<file path="src/rtl/rrd_pkg.sv">
package rrd_pkg;
  localparam int WORD_W = 32;
  localparam int HALF_W = 16;

  typedef struct packed {
    logic [WORD_W-1:0] left;
    logic [WORD_W-1:0] right;
  } frame_t;

  // packed word: low half is the left channel, high half the right one,
  // each left-justified in its 32-bit slot
  function automatic frame_t split_word(input logic [WORD_W-1:0] w);
    frame_t f;
    f.left  = {w[HALF_W-1:0], {(WORD_W-HALF_W){1'b0}}};
    f.right = {w[WORD_W-1:HALF_W], {(WORD_W-HALF_W){1'b0}}};
    return f;
  endfunction

  function automatic frame_t join_words(input logic [WORD_W-1:0] l,
                                        input logic [WORD_W-1:0] r);
    frame_t f;
    f.left  = l;
    f.right = r;
    return f;
  endfunction
endpackage

</file>
<file path="src/rtl/rrd_rr_select.sv">
module rrd_rr_select #(
  parameter int NUM_LINES = 4,
  localparam int IDX_W = (NUM_LINES > 1) ? $clog2(NUM_LINES) : 1
) (
  input  logic                 clk,
  input  logic                 rst_n,
  input  logic [NUM_LINES-1:0] line_en,
  input  logic                 advance,
  input  logic [IDX_W-1:0]     adv_from,
  output logic [IDX_W-1:0]     tgt_idx,
  output logic                 any_en
);
  logic [IDX_W-1:0] ptr_q;

  // first enabled line at or after the pointer, wrapping to the lowest
  function automatic logic [IDX_W-1:0] first_from(input logic [NUM_LINES-1:0] en,
                                                  input logic [IDX_W-1:0] ptr);
    logic [IDX_W-1:0] res;
    logic found;
    res = '0;
    found = 1'b0;
    for (int k = 0; k < NUM_LINES; k++) begin
      int idx;
      idx = int'(ptr) + k;
      if (idx >= NUM_LINES) idx = idx - NUM_LINES;
      if (!found && en[idx]) begin
        res = IDX_W'(idx);
        found = 1'b1;
      end
    end
    return res;
  endfunction

  function automatic logic [IDX_W-1:0] step_idx(input logic [IDX_W-1:0] from);
    return (int'(from) == NUM_LINES - 1) ? '0 : from + 1'b1;
  endfunction

  assign tgt_idx = first_from(line_en, ptr_q);
  assign any_en  = |line_en;

  always_ff @(posedge clk or negedge rst_n) begin
    if (!rst_n)       ptr_q <= '0;
    else if (advance) ptr_q <= step_idx(adv_from);
  end
endmodule

</file>
<file path="src/rtl/rrd_line_levels.sv">
module rrd_line_levels #(
  parameter int NUM_LINES  = 4,
  parameter int FIFO_DEPTH = 8,
  localparam int LVL_W = $clog2(FIFO_DEPTH + 1)
) (
  input  logic                       clk,
  input  logic                       rst_n,
  input  logic [NUM_LINES-1:0]       commit_vec,
  input  logic [NUM_LINES-1:0]       pop_vec,
  input  logic [LVL_W-1:0]           low_water,
  output logic [NUM_LINES-1:0]       full_vec,
  output logic [NUM_LINES-1:0]       low_vec,
  output logic [NUM_LINES*LVL_W-1:0] level_flat
);
  for (genvar i = 0; i < NUM_LINES; i++) begin : g_line
    logic [LVL_W-1:0] lvl_q;
    logic             pop_eff;

    assign pop_eff = pop_vec[i] && (lvl_q != '0);
    assign full_vec[i] = (lvl_q == LVL_W'(FIFO_DEPTH));
    assign low_vec[i]  = (lvl_q <= low_water);
    assign level_flat[i*LVL_W +: LVL_W] = lvl_q;

    always_ff @(posedge clk or negedge rst_n) begin
      if (!rst_n) lvl_q <= '0;
      else        lvl_q <= lvl_q + LVL_W'(commit_vec[i]) - LVL_W'(pop_eff);
    end
  end
endmodule

</file>
<file path="src/rtl/rrd_pair_stage.sv">
module rrd_pair_stage #(
  parameter int NUM_LINES = 4,
  localparam int IDX_W = (NUM_LINES > 1) ? $clog2(NUM_LINES) : 1
) (
  input  logic                      clk,
  input  logic                      rst_n,
  input  logic                      accept,
  input  logic                      pack_mode,
  input  logic [rrd_pkg::WORD_W-1:0] data,
  input  logic [IDX_W-1:0]          tgt_idx,
  output logic                      pending,
  output logic [IDX_W-1:0]          hold_idx,
  output logic                      commit_now,
  output rrd_pkg::frame_t           frame
);
  import rrd_pkg::*;

  logic [WORD_W-1:0] held_q;

  assign commit_now = accept && (pending || pack_mode);
  assign frame = pending ? join_words(held_q, data) : split_word(data);

  always_ff @(posedge clk or negedge rst_n) begin
    if (!rst_n) begin
      pending  <= 1'b0;
      held_q   <= '0;
      hold_idx <= '0;
    end else if (accept) begin
      if (pending) begin
        pending <= 1'b0;
      end else if (!pack_mode) begin
        pending  <= 1'b1;
        held_q   <= data;
        hold_idx <= tgt_idx;
      end
    end
  end
endmodule

</file>
<file path="src/rtl/rrline_distributor.sv">
module rrline_distributor #(
  parameter int NUM_LINES  = 4,
  parameter int FIFO_DEPTH = 8,
  localparam int IDX_W = (NUM_LINES > 1) ? $clog2(NUM_LINES) : 1,
  localparam int LVL_W = $clog2(FIFO_DEPTH + 1)
) (
  input  logic                 clk,
  input  logic                 rst_n,
  input  logic [NUM_LINES-1:0] line_en,
  input  logic                 pack_mode,
  input  logic [LVL_W-1:0]     low_water,
  input  logic                 s_valid,
  input  logic [31:0]          s_data,
  output logic                 s_ready,
  input  logic [NUM_LINES-1:0] fifo_pop,
  output logic [NUM_LINES-1:0] fifo_wr,
  output logic [31:0]          fifo_wdata_l,
  output logic [31:0]          fifo_wdata_r,
  output logic                 fill_req
);
  import rrd_pkg::*;

  logic [IDX_W-1:0]           tgt_idx, hold_idx, cur_idx;
  logic                       any_en, pending, accept, commit_now;
  logic [NUM_LINES-1:0]       commit_vec, full_vec, low_vec;
  logic [NUM_LINES*LVL_W-1:0] level_flat;
  frame_t                     frame;

  rrd_rr_select #(.NUM_LINES(NUM_LINES)) sel_i (
    .clk(clk), .rst_n(rst_n), .line_en(line_en),
    .advance(commit_now), .adv_from(cur_idx),
    .tgt_idx(tgt_idx), .any_en(any_en)
  );

  rrd_pair_stage #(.NUM_LINES(NUM_LINES)) pair_i (
    .clk(clk), .rst_n(rst_n), .accept(accept), .pack_mode(pack_mode),
    .data(s_data), .tgt_idx(tgt_idx), .pending(pending),
    .hold_idx(hold_idx), .commit_now(commit_now), .frame(frame)
  );

  rrd_line_levels #(.NUM_LINES(NUM_LINES), .FIFO_DEPTH(FIFO_DEPTH)) lvl_i (
    .clk(clk), .rst_n(rst_n), .commit_vec(commit_vec), .pop_vec(fifo_pop),
    .low_water(low_water), .full_vec(full_vec), .low_vec(low_vec),
    .level_flat(level_flat)
  );

  assign cur_idx = pending ? hold_idx : tgt_idx;
  assign s_ready = (pending || any_en) && !full_vec[cur_idx];
  assign accept  = s_valid && s_ready;

  always_comb begin
    commit_vec = '0;
    commit_vec[cur_idx] = commit_now;
  end

  assign fill_req = |(low_vec & line_en);

  always_ff @(posedge clk or negedge rst_n) begin
    if (!rst_n) begin
      fifo_wr      <= '0;
      fifo_wdata_l <= '0;
      fifo_wdata_r <= '0;
    end else begin
      fifo_wr <= commit_vec;
      if (commit_now) begin
        fifo_wdata_l <= frame.left;
        fifo_wdata_r <= frame.right;
      end
    end
  end
endmodule

</file>
<file path="config.mk">
export PLATFORM = sky130hd
export DESIGN_NAME = rrline_distributor
export DESIGN_NICKNAME = d
export VERILOG_FILES = /design/src/rtl/rrd_pkg.sv /design/src/rtl/rrd_rr_select.sv /design/src/rtl/rrd_line_levels.sv /design/src/rtl/rrd_pair_stage.sv /design/src/rtl/rrline_distributor.sv
export SDC_FILE = /design/constraint.sdc
export NUM_CORES = 1
export LEC_CHECK = 0
export ABC_AREA = 1
export BUFFER_PORTS_ARGS = -buffer_cell sky130_fd_sc_hd__buf_2
export CAP_MARGIN = 20
export CORE_MARGIN = 2
export CORE_UTILIZATION = 51
export DETAILED_ROUTE_END_ITERATION = 12
export PLACE_DENSITY = 0.77
export SETUP_SLACK_MARGIN = 0.15
export SLEW_MARGIN = 25
export SYNTH_ARGS = -nofsm -noshare
export SYNTH_HDL_FRONTEND = slang
export SYNTH_SLANG_ARGS = --single-unit
</file>
<file path="constraint.sdc">
create_clock -name clk -period 2.9 [get_ports clk]
set_clock_uncertainty 0.1 [all_clocks]
set_input_delay 0.58 -clock clk [delete_from_list [all_inputs] [get_ports clk]]
set_output_delay 0.58 -clock clk [all_outputs]
set_load 0.05 [all_outputs]
</file>
Word level (Yosys, flattened, before mapping)
Index checks and enable logic that the tools add are counted. W data, S select, Z words.

Register bits: 121. Bits of input ports: 48. Output and inout port bits: 70. Word-level logic and storage cells: 106.

Add/sub/neg operators: 16. Order comparisons: 14. Equal/unequal tests: 5. Mux-type cells: 32. Bitwise operators: 4. Reduce and logical (&&, ||, !) cells: 24.

Operators by type and width (number): $lt A32 B4 Y1 const B (4); $mux W32 (4); $ge A32 B4 Y1 const B (3); $sub A32 B4 Y32 const B (3); $mux W64 (1); $add A4 B1 Y4 (4); $eq A4 B4 Y1 const B (4); $le A4 B4 Y1 (4); $reduce_bool A4 Y1 (4); $sub A4 B1 Y4 (4); $mux W1 (15); $mux W2 (6); $logic_and A1 B1 Y1 (11); $bmux W1 S2 (5); $and A4 B4 Y4 (2); $reduce_or A4 Y1 (2); $add A2 B2 Y3 const B (2); $logic_not A1 Y1 (4); $sub A2 B3 Y4 const B (1); $add A2 B1 Y3 const B (1); $ge A2 B3 Y1 const B (1); $lt A2 B3 Y1 const B (1); $reduce_and A3 Y1 (1); $add A2 B1 Y2 const B (1); 5 further kinds (7).

Depth between registers and ports, before layout
Gate-level depths: netlist (run 1).

Depth in word-level cells: 25. Mapped depth: 23. Gate-level depth less buffers: 21.

By module
Synthesis (run 1) repeated with hierarchy kept, for this count alone.

Cell total of the unflattened synthesis: 838. Area, all modules: 6505.0 um^2.

Modules (own cells, without submodules): rrline_distributor (instances 1, cells an instance 310, area an instance 2653.8 um^2); rrd_pair_stage (instances 1, cells an instance 288, area an instance 2009.4 um^2); rrd_line_levels (instances 1, cells an instance 183, area an instance 1515.2 um^2); rrd_rr_select (instances 1, cells an instance 57, area an instance 326.6 um^2).

Least setup slack after synthesis (run 1)
OpenSTA, ideal clock, no wires.

Path type: input to register. From: input line_en[3]. To: register lvl_i.g_line[0].lvl_q[2]. Setup time: 123 ps. Arrival: 2825 ps. Data required time: 2677 ps. Slack: -147 ps. Stages on the path: 22. Buffers on the path: 1. Cell sequence: inv_1 -> nand2_1 -> nand3_1 -> nand2_1 -> inv_1 -> nand2_1 -> nand2_1 -> nand2_1 -> nand2_1 -> nand3_2 -> nand2_2 -> inv_2 -> nor2_1 -> nor2_1 -> nor2_4 -> nand3_2 -> buf_2 -> nor2_1 -> ha_1 -> inv_1 -> fa_1 -> xnor2_1.

Cells in the longest elaborated chain, start to end: 23.

RTL lines: start: declaration (line rrline_distributor.sv:9) `input logic [NUM_LINES-1:0] line_en,`; parallel branches: the longest is 20 deep, another holds $bmux W1 S2; $and A4 B4 Y4 (no line) *; net commit_vec[0] (line rrline_distributor.sv:25) `logic [NUM_LINES-1:0] commit_vec, full_vec, low_vec;`; $add A4 B1 Y4 * (line rrd_line_levels.sv:26) `else lvl_q <= lvl_q + LVL_W'(commit_vec[i]) - LVL_W'(pop_eff);`; $sub A4 B1 Y4 * (line rrd_line_levels.sv:26); end signal: assignment (line rrd_line_levels.sv:26); end: declaration (line rrd_line_levels.sv:16) `logic [LVL_W-1:0] lvl_q;`.

Mark *: on every way through the listed nets, which the timed path passes. The select of a mux whose other input is x is not followed. A chain may end at the register's enable or synchronous reset.

Final worst setup path (run 1)
From: register sel_i.ptr_q[0]. To: register lvl_i.g_line[1].lvl_q[1].

Cells in the longest elaborated chain, start to end: 25.

RTL lines: start: declaration (line rrd_rr_select.sv:13) `logic [IDX_W-1:0] ptr_q;`; start signal: assignment (line rrd_rr_select.sv:43) `else if (advance) ptr_q <= step_idx(adv_from);`; parallel branches: the longest is 14 deep, another holds $sub A32 B4 Y32; $mux W2 * (line rrd_rr_select.sv:26) `if (!found && en[idx]) begin`; $mux W2 * (line rrline_distributor.sv:47) `assign cur_idx = pending ? hold_idx : tgt_idx;`; parallel branches: the longest is 6 deep, another holds $lt A2 B3 Y1; $and A4 B4 Y4 (no line) *; net commit_vec[1] (line rrline_distributor.sv:25); $add A4 B1 Y4 * (line rrd_line_levels.sv:26); $sub A4 B1 Y4 * (line rrd_line_levels.sv:26); end signal: assignment (line rrd_line_levels.sv:26); end: declaration (line rrd_line_levels.sv:16).

Marks and branches as above.

==> results.md, run 1 <==
* Max Slew Vio Count at 0
* Run status: complete, but fails checks
* Layout cells sized above 1 at 30.8%
* Fill count at 856
* Post-Route WL at 19,400 um
* Startpoint class of the critical path: flip-flop
* Root Buffer: clkbuf_16
* Site row count at 40
* Antenna violations before repair at 1
* H-tree depth at 4
* Max-Cap Viols at 0
* Ys flop type: dfrtp_1
* Syn Area/Cell at between 8 and 9 um2
* Worst Hold Class: in -> async
* Finished Layout Cells at 1,076
* Worst flop-to-flop path endpoint: lvl_i.g_line[1].lvl_q[1]
* Final setup viols at 37
* Tcrit/Tclk final at 111%
* Width of the die at 116 um
* Antenna viol nets, final at 0
* Fin. Hold Viols at 5
* RePlAce Congestion at 0.860
* Detailed Route Iter0 Violations at ~570
* Overflow after GRT at 0
* CTS clk-pin slew, worst paths at 0.06 ns
* CTS tree: done
* Reg2Reg Setup Slack at -0.33 ns
* Dpl hpwl at 11,100 um
* Nets at 990
* Placement Setup Slack at -0.275 ns
* Post-synthesis sequential area ratio at 47.6%
* Tmin final at 3.23 ns
* Commonest non-fill, non-tap cell in the layout: nand2_1
* Reg2reg start: sel_i.ptr_q[0]
* Vias in the first global route at 5,745
* Die Ht at around 120 um
* Vias per cell at 5.69
* Multi-input gate area at between 0.003 and 0.004 mm2
* Starting density of the core at between 50% and 60%
* Largest net degree at the start of global routing at 51
* Crit path setup slack, layout at -0.330 ns
* Synthesis-stage register bit count at 121
* Syn Nets at roughly 850
* Core area at 0.0121 mm2
* Max Clk Rate at 0.310 GHz
* Num Clock Sinks at ~120
* CP required at 3.11 ns
* WS Path Type: reg -> reg
* Worst Tran Pin Value at 0.521 ns
* Slew headroom at roughly 65%
* Drt drc at 0
* Crit end category: flip-flop
* IO buf count at between 100 and 150
* RSZ-0062 raised after global routing: true
* Crit-path max FO at 7
* First-pass DRT Iterations at 6
* Post-synth ARST share at 100%
* Sequential Area at 0.00303 mm2
* Setup TNS at -3.98 ns
* Vias at 6,123
* Synth cell types at 34
* CTS Buffer Depth at 2
* Post-Synthesis Cells at 750
* Most frequent cells in the layout: nand2_1, dfrtp_1, buf_2
* Failing checks: negative hold slack, negative setup slack
* Hold slack at -0.00462 ns
* GRT Overall Usage at around 27%
* Placed cell count at ~1,000
* DIE AREA at 0.0134 mm2
* YS warnings at 0
* EDFF count, synth at 0
* Wirelength per Cell at roughly 18 um
* R2R depth at 23
* Hold Buf Count CTS at 0
* Global-route wire length before repair at 28,500 um
* Worst-skew pair later-pin latency at 0.41 ns
* CTS buffer count at 17
* Syn Std Cell Area at 0.00636 mm2
* IO Count at 118
* Worst Path Arrival at ~3.4 ns
* Area growth syn-to-layout at 33.0%
cell type report:
type                       instances  share of cell area, %
tap                              168                   2.48
clock buffer                      19                   5.23
clock inverter                    13                   1.85
timing repair buffer             172                   14.0
sequential                       121                   35.8
antenna                            1                 0.0296
inverter                          61                   3.03
multi-input combinational        521                   37.6
metrics by stage:
step | util (%) | instance area (um2)
after floorplan | - | 6480
after global placement | 60.0 | 7270
after detailed placement | 60.0 | 7270
after CTS | 67.4 | 8170
after global routing | 69.9 | 8460
final | 69.9 | 8460
worst max-delay path by stage:
| stage | start | endpoint | slack, ns | cells after the start |
|---|---|---|---|---|
| detailed placement | line_en[3] | lvl_i.g_line[1].lvl_q[1] | -0.27 | 21 |
| finish | sel_i.ptr_q[0] | lvl_i.g_line[1].lvl_q[1] | -0.33 | 23 |
| global placement | line_en[3] | s_ready | -0.24 | 18 |
| floorplan | low_water[1] | fill_req | -0.08 | 7 |
| CTS | sel_i.ptr_q[0] | lvl_i.g_line[3].lvl_q[1] | -0.14 | 23 |
| global route | sel_i.ptr_q[0] | lvl_i.g_line[1].lvl_q[1] | -0.44 | 19 |
kinds of logic after synthesis:
group / after synthesis / synth area share (%)
fa+ha+maj: 48 / 9.91
flops: 121 / 47.6
compound gates: 26 / 2.52
buf+inv: 108 / 7.79
simple gates: 439 / 31.1
xor+xnor: 8 / 1.10
cell usage after synthesis (5+ instances only):
library cell | instances | area [um2]
nand4_1 | 103 | 644
nand2_1 | 294 | 1100
ha_1 | 44 | 551
nor2_1 | 15 | 56.3
a21oi_1 | 8 | 40.0
buf_6 | 9 | 101
inv_1 | 57 | 214
dfrtp_1 | 121 | 3030
nand3_1 | 14 | 70.1
clkbuf_1 | 24 | 90.1
xnor2_1 | 7 | 61.3
buf_2 | 13 | 65.1
o21ai_0 | 5 | 25.0
registers in the layout (all words and copies together) (netlist names):
signal and flops:
lvl_i.g_line.lvl_q 16, pair_i.held_q 32, sel_i.ptr_q 2, pair_i.pending 1, fifo_wdata_l 32, pair_i.hold_idx 2
fifo_wdata_r 32, fifo_wr 4
repair_timing:
action	CTS	global route
pin swaps	33	20
cloned	2	0
endpoints found under the hold margin	0	0
endpoints found under the setup margin	115	118
gates resized for setup	34	55
buffers inserted	15	7
critical path, cell delays in order (launching register included):
cell,delay [ns]
dfrtp_2,0.43
buf_12,0.15
clkinv_8,0.07
nand2_4,0.05
nand2_4,0.08
nand2_2,0.06
nand2_4,0.10
nand2_2,0.06
nand2_1,0.07
nand2_1,0.06
nand2_2,0.09
nand3_2,0.10
nand2_2,0.13
nand2_2,0.06
nand3_2,0.07
nand2_2,0.06
nor2_4,0.17
buf_6,0.13
nand3_4,0.14
nor2_4,0.18
ha_4,0.16
inv_2,0.05
fa_2,0.51
inv_1,0.04
layer usage:
metal / GRT usage, % / wire [um]
met4: 12.8 / 919
met5: 0 / 0
met3: 6.33 / 1500
met2: 43.7 / 9420
met1: 35.2 / 7530
Power of run 1 is not shown: default switching activity piles up to over one toggle a cycle in this logic, so the estimate is an artifact.
==> run 2, diff against run 1 <==
--- a/config.mk
+++ b/config.mk
@@ -8,10 +8,12 @@
 export ABC_AREA = 1
 export BUFFER_PORTS_ARGS = -buffer_cell sky130_fd_sc_hd__buf_2
 export CAP_MARGIN = 20
+export CELL_PAD_IN_SITES_DETAIL_PLACEMENT = 1
+export CELL_PAD_IN_SITES_GLOBAL_PLACEMENT = 1
 export CORE_MARGIN = 2
-export CORE_UTILIZATION = 51
+export CORE_UTILIZATION = 38
 export DETAILED_ROUTE_END_ITERATION = 12
-export PLACE_DENSITY = 0.77
+export PLACE_DENSITY_LB_ADDON = 0.1
 export SETUP_SLACK_MARGIN = 0.15
 export SLEW_MARGIN = 25
 export SYNTH_ARGS = -nofsm -noshare
==> run 2 against run 1 <==
Net effect: the flow finishes with violations (negative setup slack); count of clock-buffer cells in the layout grew 2; utilization fell by 13 points; flip-flop and latch count stayed put; worst hold slack better by 0.13 ns; die area up 33%; maximum frequency rose by 1.9%; cell count up 6.7%; critical path type is now reg -> out; highest routed layer unchanged.
==> results.md, run 2 (synthesis results as in run 1) <==
* Global-route wire length before repair at 32,300 um (was 28,500 um)
* Dpl hpwl at 13,400 um (was 11,100 um)
* Final setup viols at 10 (was 37)
* Max Clk Rate at 0.315 GHz (was 0.310 GHz)
* Vias at 6,097 (was 6,123)
* RSZ-0062 raised after global routing: true (unchanged)
* Starting density of the core at 38.6% (was 52.5%)
* Post-Route WL at 23,100 um (was 19,400 um)
* Reg2reg start: sel_i.ptr_q[0] (unchanged)
* H-tree depth at 4 (unchanged)
* Hold slack at 0.128 ns (was -0.00462 ns)
* Total length of routed met3 wires at 931 um (was 1500 um)
* CTS Buffer Depth at 2 (unchanged)
* Worst Hold Class: in -> async (unchanged)
* CTS tree: done (unchanged)
* Worst Path Arrival at 2.49 ns (was 3.44 ns)
* Vias in the first global route at 6,193 (was 5,745)
* Largest net degree at the start of global routing at 103 (was 51)
* Crit path launch: sel_i.ptr_q[0] (unchanged)
* Wirelength per Cell at 20.1 um (was 18.0 um)
* Num Clock Sinks at 121 (unchanged)
* Failing checks: negative setup slack (was negative hold slack, negative setup slack)
* Startpoint class of the critical path: flip-flop (unchanged)
* Crit path setup slack, layout at -0.270 ns (was -0.330 ns)
* Antenna diode count at 0 (was 1)
* CTS clk-pin slew, worst paths at 0.06 ns (about the same)
* Area growth syn-to-layout at 47.3% (was 33.0%)
* Root Buffer: clkbuf_16 (unchanged)
* Layout cells sized above 1 at 43.1% (was 30.8%)
* Tmin final at 3.17 ns (was 3.23 ns)
* Max Slew Vio Count at 0 (unchanged)
* Slew headroom at 49.2% (was 65.2%)
* Hold Buf Count CTS at 0 (unchanged)
* Run status: complete, but fails checks (unchanged)
* Max-Cap Viols at 0 (unchanged)
* CTS buffer count at 17 (unchanged)
* Vias per cell at 5.31 (was 5.69)
* Placement Setup Slack at -0.421 ns (was -0.275 ns)
* Fill count at 1,860 (was 856)
* Nets at 1,012 (was 990)
* Core area at 0.0165 mm2 (was 0.0121 mm2)
* Detailed Route Iter0 Violations at 296 (was 571)
* IO Count at 118 (unchanged)
* Commonest non-fill, non-tap cell in the layout: nand2_1 (unchanged)
* Overflow after GRT at 0 (unchanged)
* GRT Overall Usage at 23.3% (was 27.2%)
* Most frequent cells in the layout: nand2_1, dfrtp_1, buf_2 (unchanged)
* Drt drc at 0 (unchanged)
* Antenna violations before repair at 0 (was 1)
* DIE AREA at 0.0178 mm2 (was 0.0134 mm2)
* Antenna viol nets, final at 0 (unchanged)
* Width of the die at 133 um (was 116 um)
* Biggest regs: fifo_wdata_l (32), fifo_wdata_r (32), pair_i.held_q (32) (unchanged)
* Max Used Layer: met4 (unchanged)
* Site row count at 47 (was 40)
* M1 WL at 9530 um (was 7530 um)
* Fin. Hold Viols at 0 (was 5)
* Worst Tran Pin Value at 0.762 ns (was 0.521 ns)
* R2R depth at 20 (was 23)
* Crit end category: output port (was flip-flop)
* Met2 wire length at 12,200 um (was 9420 um)
* Worst-skew pair later-pin latency at 0.43 ns (was 0.41 ns)
* CP required at 2.22 ns (was 3.11 ns)
* WS Path Type: reg -> out (was reg -> reg)
* RePlAce Congestion at 0.798 (was 0.860)
* Crit-path max FO at 6 (was 7)
* First-pass DRT Iterations at 4 (was 6)
* IO buf count at 117 (unchanged)
* Tcrit/Tclk final at 109% (was 111%)
* Die Ht at 133 um (was 116 um)
## run 2: worst paths after layout
check                                            to  slack [ns]
max                                         s_ready       -0.27
min                                 fifo_wdata_l[6]        0.13
max reg2reg                lvl_i.g_line[1].lvl_q[1]       -0.25
min reg2reg                        fifo_wdata_r[23]        0.37
max in group asynchronous          fifo_wdata_l[17]        1.91
min in group clk                  pair_i.held_q[27]        0.32
## run 2: timing repair
item                                    4_1_cts  5_1_grt
endpoints found under the setup margin      117      119
pin swaps                                    28       54
buffers inserted                             14       21
resized for setup                            48      191
cloned                                        0       14
## run 2: metal layers
layer / vias to the layer above / GRT usage [%]
met4: 0 / 9.34
met5: - / 0
met3: 38 / 4.30
li1: 2827 / -
met1: 3087 / 29.4
met2: 145 / 39.8
## run 2: critical path, cell delays in order (launching register included)
cell and delay, ns:
dfrtp_2 0.43, buf_12 0.15, clkinv_8 0.07, nand2_4 0.06
nand2_4 0.06, inv_2 0.05, o21ai_4 0.19, nand4_1 0.20
nand3_4 0.15, nand2_4 0.07, inv_2 0.10, nor2_4 0.04
nor2_4 0.14, nor2_4 0.06, buf_8 0.12, buf_12 0.14
## run 2: cell type report
cell class | count | area, um2 | area share, %
multi-input cells | 521 | 3660 | 39.1
flip-flops and latches | 121 | 3040 | 32.4
repair buffers | 194 | 1560 | 16.7
clock buffers | 21 | 450 | 4.81
well taps | 220 | 275 | 2.94
inverters | 61 | 267 | 2.84
clock inverters | 10 | 120 | 1.28
## run 2: per-stage QoR
stage	setup TNS (ns)	std cells	cell area [um2]	util (%)
after floorplan	-0.301	750	6480	-
after global placement	-6.81	1070	7340	44.6
after detailed placement	-16.51	1070	7340	44.6
after CTS	-3.71	1115	8170	49.6
after global routing	-6.78	1148	9370	56.9
final	-1.75	1148	9370	56.9
Power of run 2 is left out for the same reason.
==> run 3, diff against run 2 <==
--- a/config.mk
+++ b/config.mk
@@ -13,8 +13,10 @@
 export CORE_MARGIN = 2
 export CORE_UTILIZATION = 38
 export DETAILED_ROUTE_END_ITERATION = 12
-export PLACE_DENSITY_LB_ADDON = 0.1
+export PLACE_DENSITY_LB_ADDON = 0.25
+export REMOVE_ABC_BUFFERS = 1
 export SETUP_SLACK_MARGIN = 0.15
+export SKIP_LAST_GASP = 1
 export SLEW_MARGIN = 25
 export SYNTH_ARGS = -nofsm -noshare
 export SYNTH_HDL_FRONTEND = slang
==> run 3 against run 2 <==
Net effect: the run still ends with negative setup slack left; critical path depth up 5; worst setup slack worse by 0.16 ns; die area unchanged; maximum frequency down 4.9%; flip-flop and latch count unchanged; register-to-register slack worse by 0.18 ns; first-iteration DRC count up 8.4%; sequential share of layout area up 1.1 points; utilization down 1.9 points.
==> results.md, run 3 (synthesis results as in run 1) <==
* CTS clk-pin slew, worst paths at 0.06 ns (about the same)
* Max Clk Rate at 0.300 GHz (was 0.315 GHz)
* Dpl hpwl at 12,800 um (was 13,400 um)
* Nets at 1,020 (was 1,012)
* Worst Tran Pin Value at 0.585 ns (was 0.762 ns)
* Commonest non-fill, non-tap cell in the layout: nand2_1 (unchanged)
* Setup TNS at -11.80 ns (was -1.75 ns)
* Num Clock Sinks at 121 (unchanged)
* Worst Path Arrival at 3.55 ns (was 2.49 ns)
* Placed cell count at 1,072 (was 1,070)
* Fin. Hold Viols at 0 (unchanged)
* Layout cells sized above 1 at 37.6% (was 43.1%)
* Reg2Reg Setup Slack at -0.43 ns (was -0.25 ns)
* Most frequent cells in the layout: nand2_1, dfrtp_1, buf_2 (unchanged)
* Wirelength per Cell at 21.2 um (was 20.1 um)
* Startpoint class of the critical path: flip-flop (unchanged)
* H-tree depth at 4 (unchanged)
* Hold worst-path end: pair_i.held_q[25]
* CTS tree: done (unchanged)
* RSZ-0062 raised after global routing: true (unchanged)
* Hold path depth at 3
* Detailed Route Iter0 Violations at 321 (was 296)
* CTS Buffer Depth at 2 (unchanged)
* Core area at 0.0165 mm2 (unchanged)
* DP Area at 0.00725 mm2 (was 0.00734 mm2)
* GRT Overall Usage at 25.4% (was 23.3%)
* Starting density of the core at 38.6% (unchanged)
* Worst Hold Class: in -> reg (was in -> async)
* Sequential Area at 0.00303 mm2 (was 0.00304 mm2)
* Final setup viols at 103 (was 10)
* Site row count at 47 (unchanged)
* Die Ht at 133 um (unchanged)
* First-pass DRT Iterations at 7 (was 4)
* Slew headroom at 60.9% (was 49.2%)
* IO Count at 118 (unchanged)
* Width of the die at 133 um (unchanged)
* Worst-skew pair later-pin latency at 0.43 ns (about the same)
* Drt drc at 0 (unchanged)
* Post-layout instance area at 0.00906 mm2 (was 0.00937 mm2)
* Root Buffer: clkbuf_16 (unchanged)
* Crit end category: flip-flop (was output port)
* IO buf count at 117 (unchanged)
* Vias per cell at 5.41 (was 5.31)
* Antenna violations before repair at 1 (was 0)
* Crit path setup slack, layout at -0.435 ns (was -0.270 ns)
* Multi-input gate area at 0.00342 mm2 (was 0.00366 mm2)
* Vias in the first global route at 6,582 (was 6,193)
* Run status: complete, but fails checks (unchanged)
* Post-Route WL at 24,600 um (was 23,100 um)
* Tmin final at 3.33 ns (was 3.17 ns)
* WS Path Type: reg -> reg (was reg -> out)
* Vias at 6,268 (was 6,097)
* Reg2reg start: sel_i.ptr_q[0] (unchanged)
* CP required at 3.12 ns (was 2.22 ns)
* CTS buffer count at 17 (unchanged)
* Crit-path max FO at 6 (unchanged)
* Max-Cap Viols at 0 (unchanged)
* Finished Layout Cells at 1,158 (was 1,148)
* Tcrit/Tclk final at 115% (was 109%)
* DIE AREA at 0.0178 mm2 (unchanged)
* Fill count at 1,892 (was 1,860)
* Global-route wire length before repair at 35,100 um (was 32,300 um)
* Area growth syn-to-layout at 42.4% (was 47.3%)
* Worst flop-to-flop path endpoint: lvl_i.g_line[0].lvl_q[1] (was lvl_i.g_line[1].lvl_q[1])
* Largest net degree at the start of global routing at 103 (unchanged)
* Hold_sp: s_data[25]
* Overflow after GRT at 0 (unchanged)
* Biggest regs: fifo_wdata_l (32), fifo_wdata_r (32), pair_i.held_q (32) (unchanged)
* Max Slew Vio Count at 0 (unchanged)
* RePlAce Congestion at 0.794 (was 0.798)
* Antenna viol nets, final at 0 (unchanged)
* Failing checks: negative setup slack (unchanged)
* R2R depth at 20 (unchanged)
## run 3: critical path, stage by stage (launching register included)
cell	delay [ns]
dfrtp_2	0.39
buf_8	0.16
clkinv_8	0.09
nand2_4	0.07
nand2_4	0.05
nand2_2	0.08
nand2_4	0.07
nor2_4	0.14
nand4_1	0.24
nand4_1	0.21
nand2_2	0.09
nand3_2	0.07
nand2_2	0.07
nor2_4	0.14
buf_6	0.13
nand3_4	0.14
nor2_4	0.20
ha_4	0.17
inv_2	0.04
fa_2	0.52
inv_2	0.03
## run 3: layer usage
layer  vias up  wire length (um)  global-route usage (%)
met5         -                 0                       0
met4         0               823                    11.1
met3        69              1060                    4.98
met2       193             12900                    44.8
met1      3170              9820                    30.1
li1       2836                 -                       -
## run 3: how the worst max path moves through the flow
| stage | startpoint | endpoint | slack [ns] | cells past startpoint |
|---|---|---|---|---|
| floorplan | pair_i.pending | lvl_i.g_line[0].lvl_q[2] | -3.22 | 13 |
| global placement | line_en[3] | lvl_i.g_line[1].lvl_q[1] | -0.24 | 22 |
| detailed placement | line_en[3] | lvl_i.g_line[1].lvl_q[1] | -0.39 | 22 |
| CTS | sel_i.ptr_q[0] | s_ready | -0.19 | 15 |
| global route | sel_i.ptr_q[0] | lvl_i.g_line[2].lvl_q[1] | -0.52 | 19 |
| finish | sel_i.ptr_q[0] | lvl_i.g_line[0].lvl_q[1] | -0.43 | 20 |
## run 3: repair_timing
item / CTS / global route
hold endpoints to repair: 13 / 0
endpoints found under the setup margin: 115 / 122
gates resized for setup: 77 / 125
gates cloned: 1 / 3
setup buffers: 33 / 16
pin swaps: 27 / 41
hold buffers: 1 / 0
## run 3: layout make-up
class / count / share of cell area (%)
diodes: 1 / 0.0276
clock buffers: 21 / 5.08
clock inverters: 11 / 1.33
inverters: 61 / 2.78
multi-input cells: 521 / 37.8
flip-flops and latches: 121 / 33.5
well taps: 220 / 3.04
repair buffers: 202 / 16.5
## run 3: through the flow
step	util (%)	worst slack, ns	hold WS [ns]
5_1_grt	55.0	-0.516	0.333
4_1_cts	51.1	-0.192	0.323
6_report	55.0	-0.435	0.324
3_5_place_dp	44.1	-0.392	0.355
2_1_floorplan	-	-3.22	0.184
3_3_place_gp	44.1	-0.237	0.351
Power of run 3 is left out for the same reason.
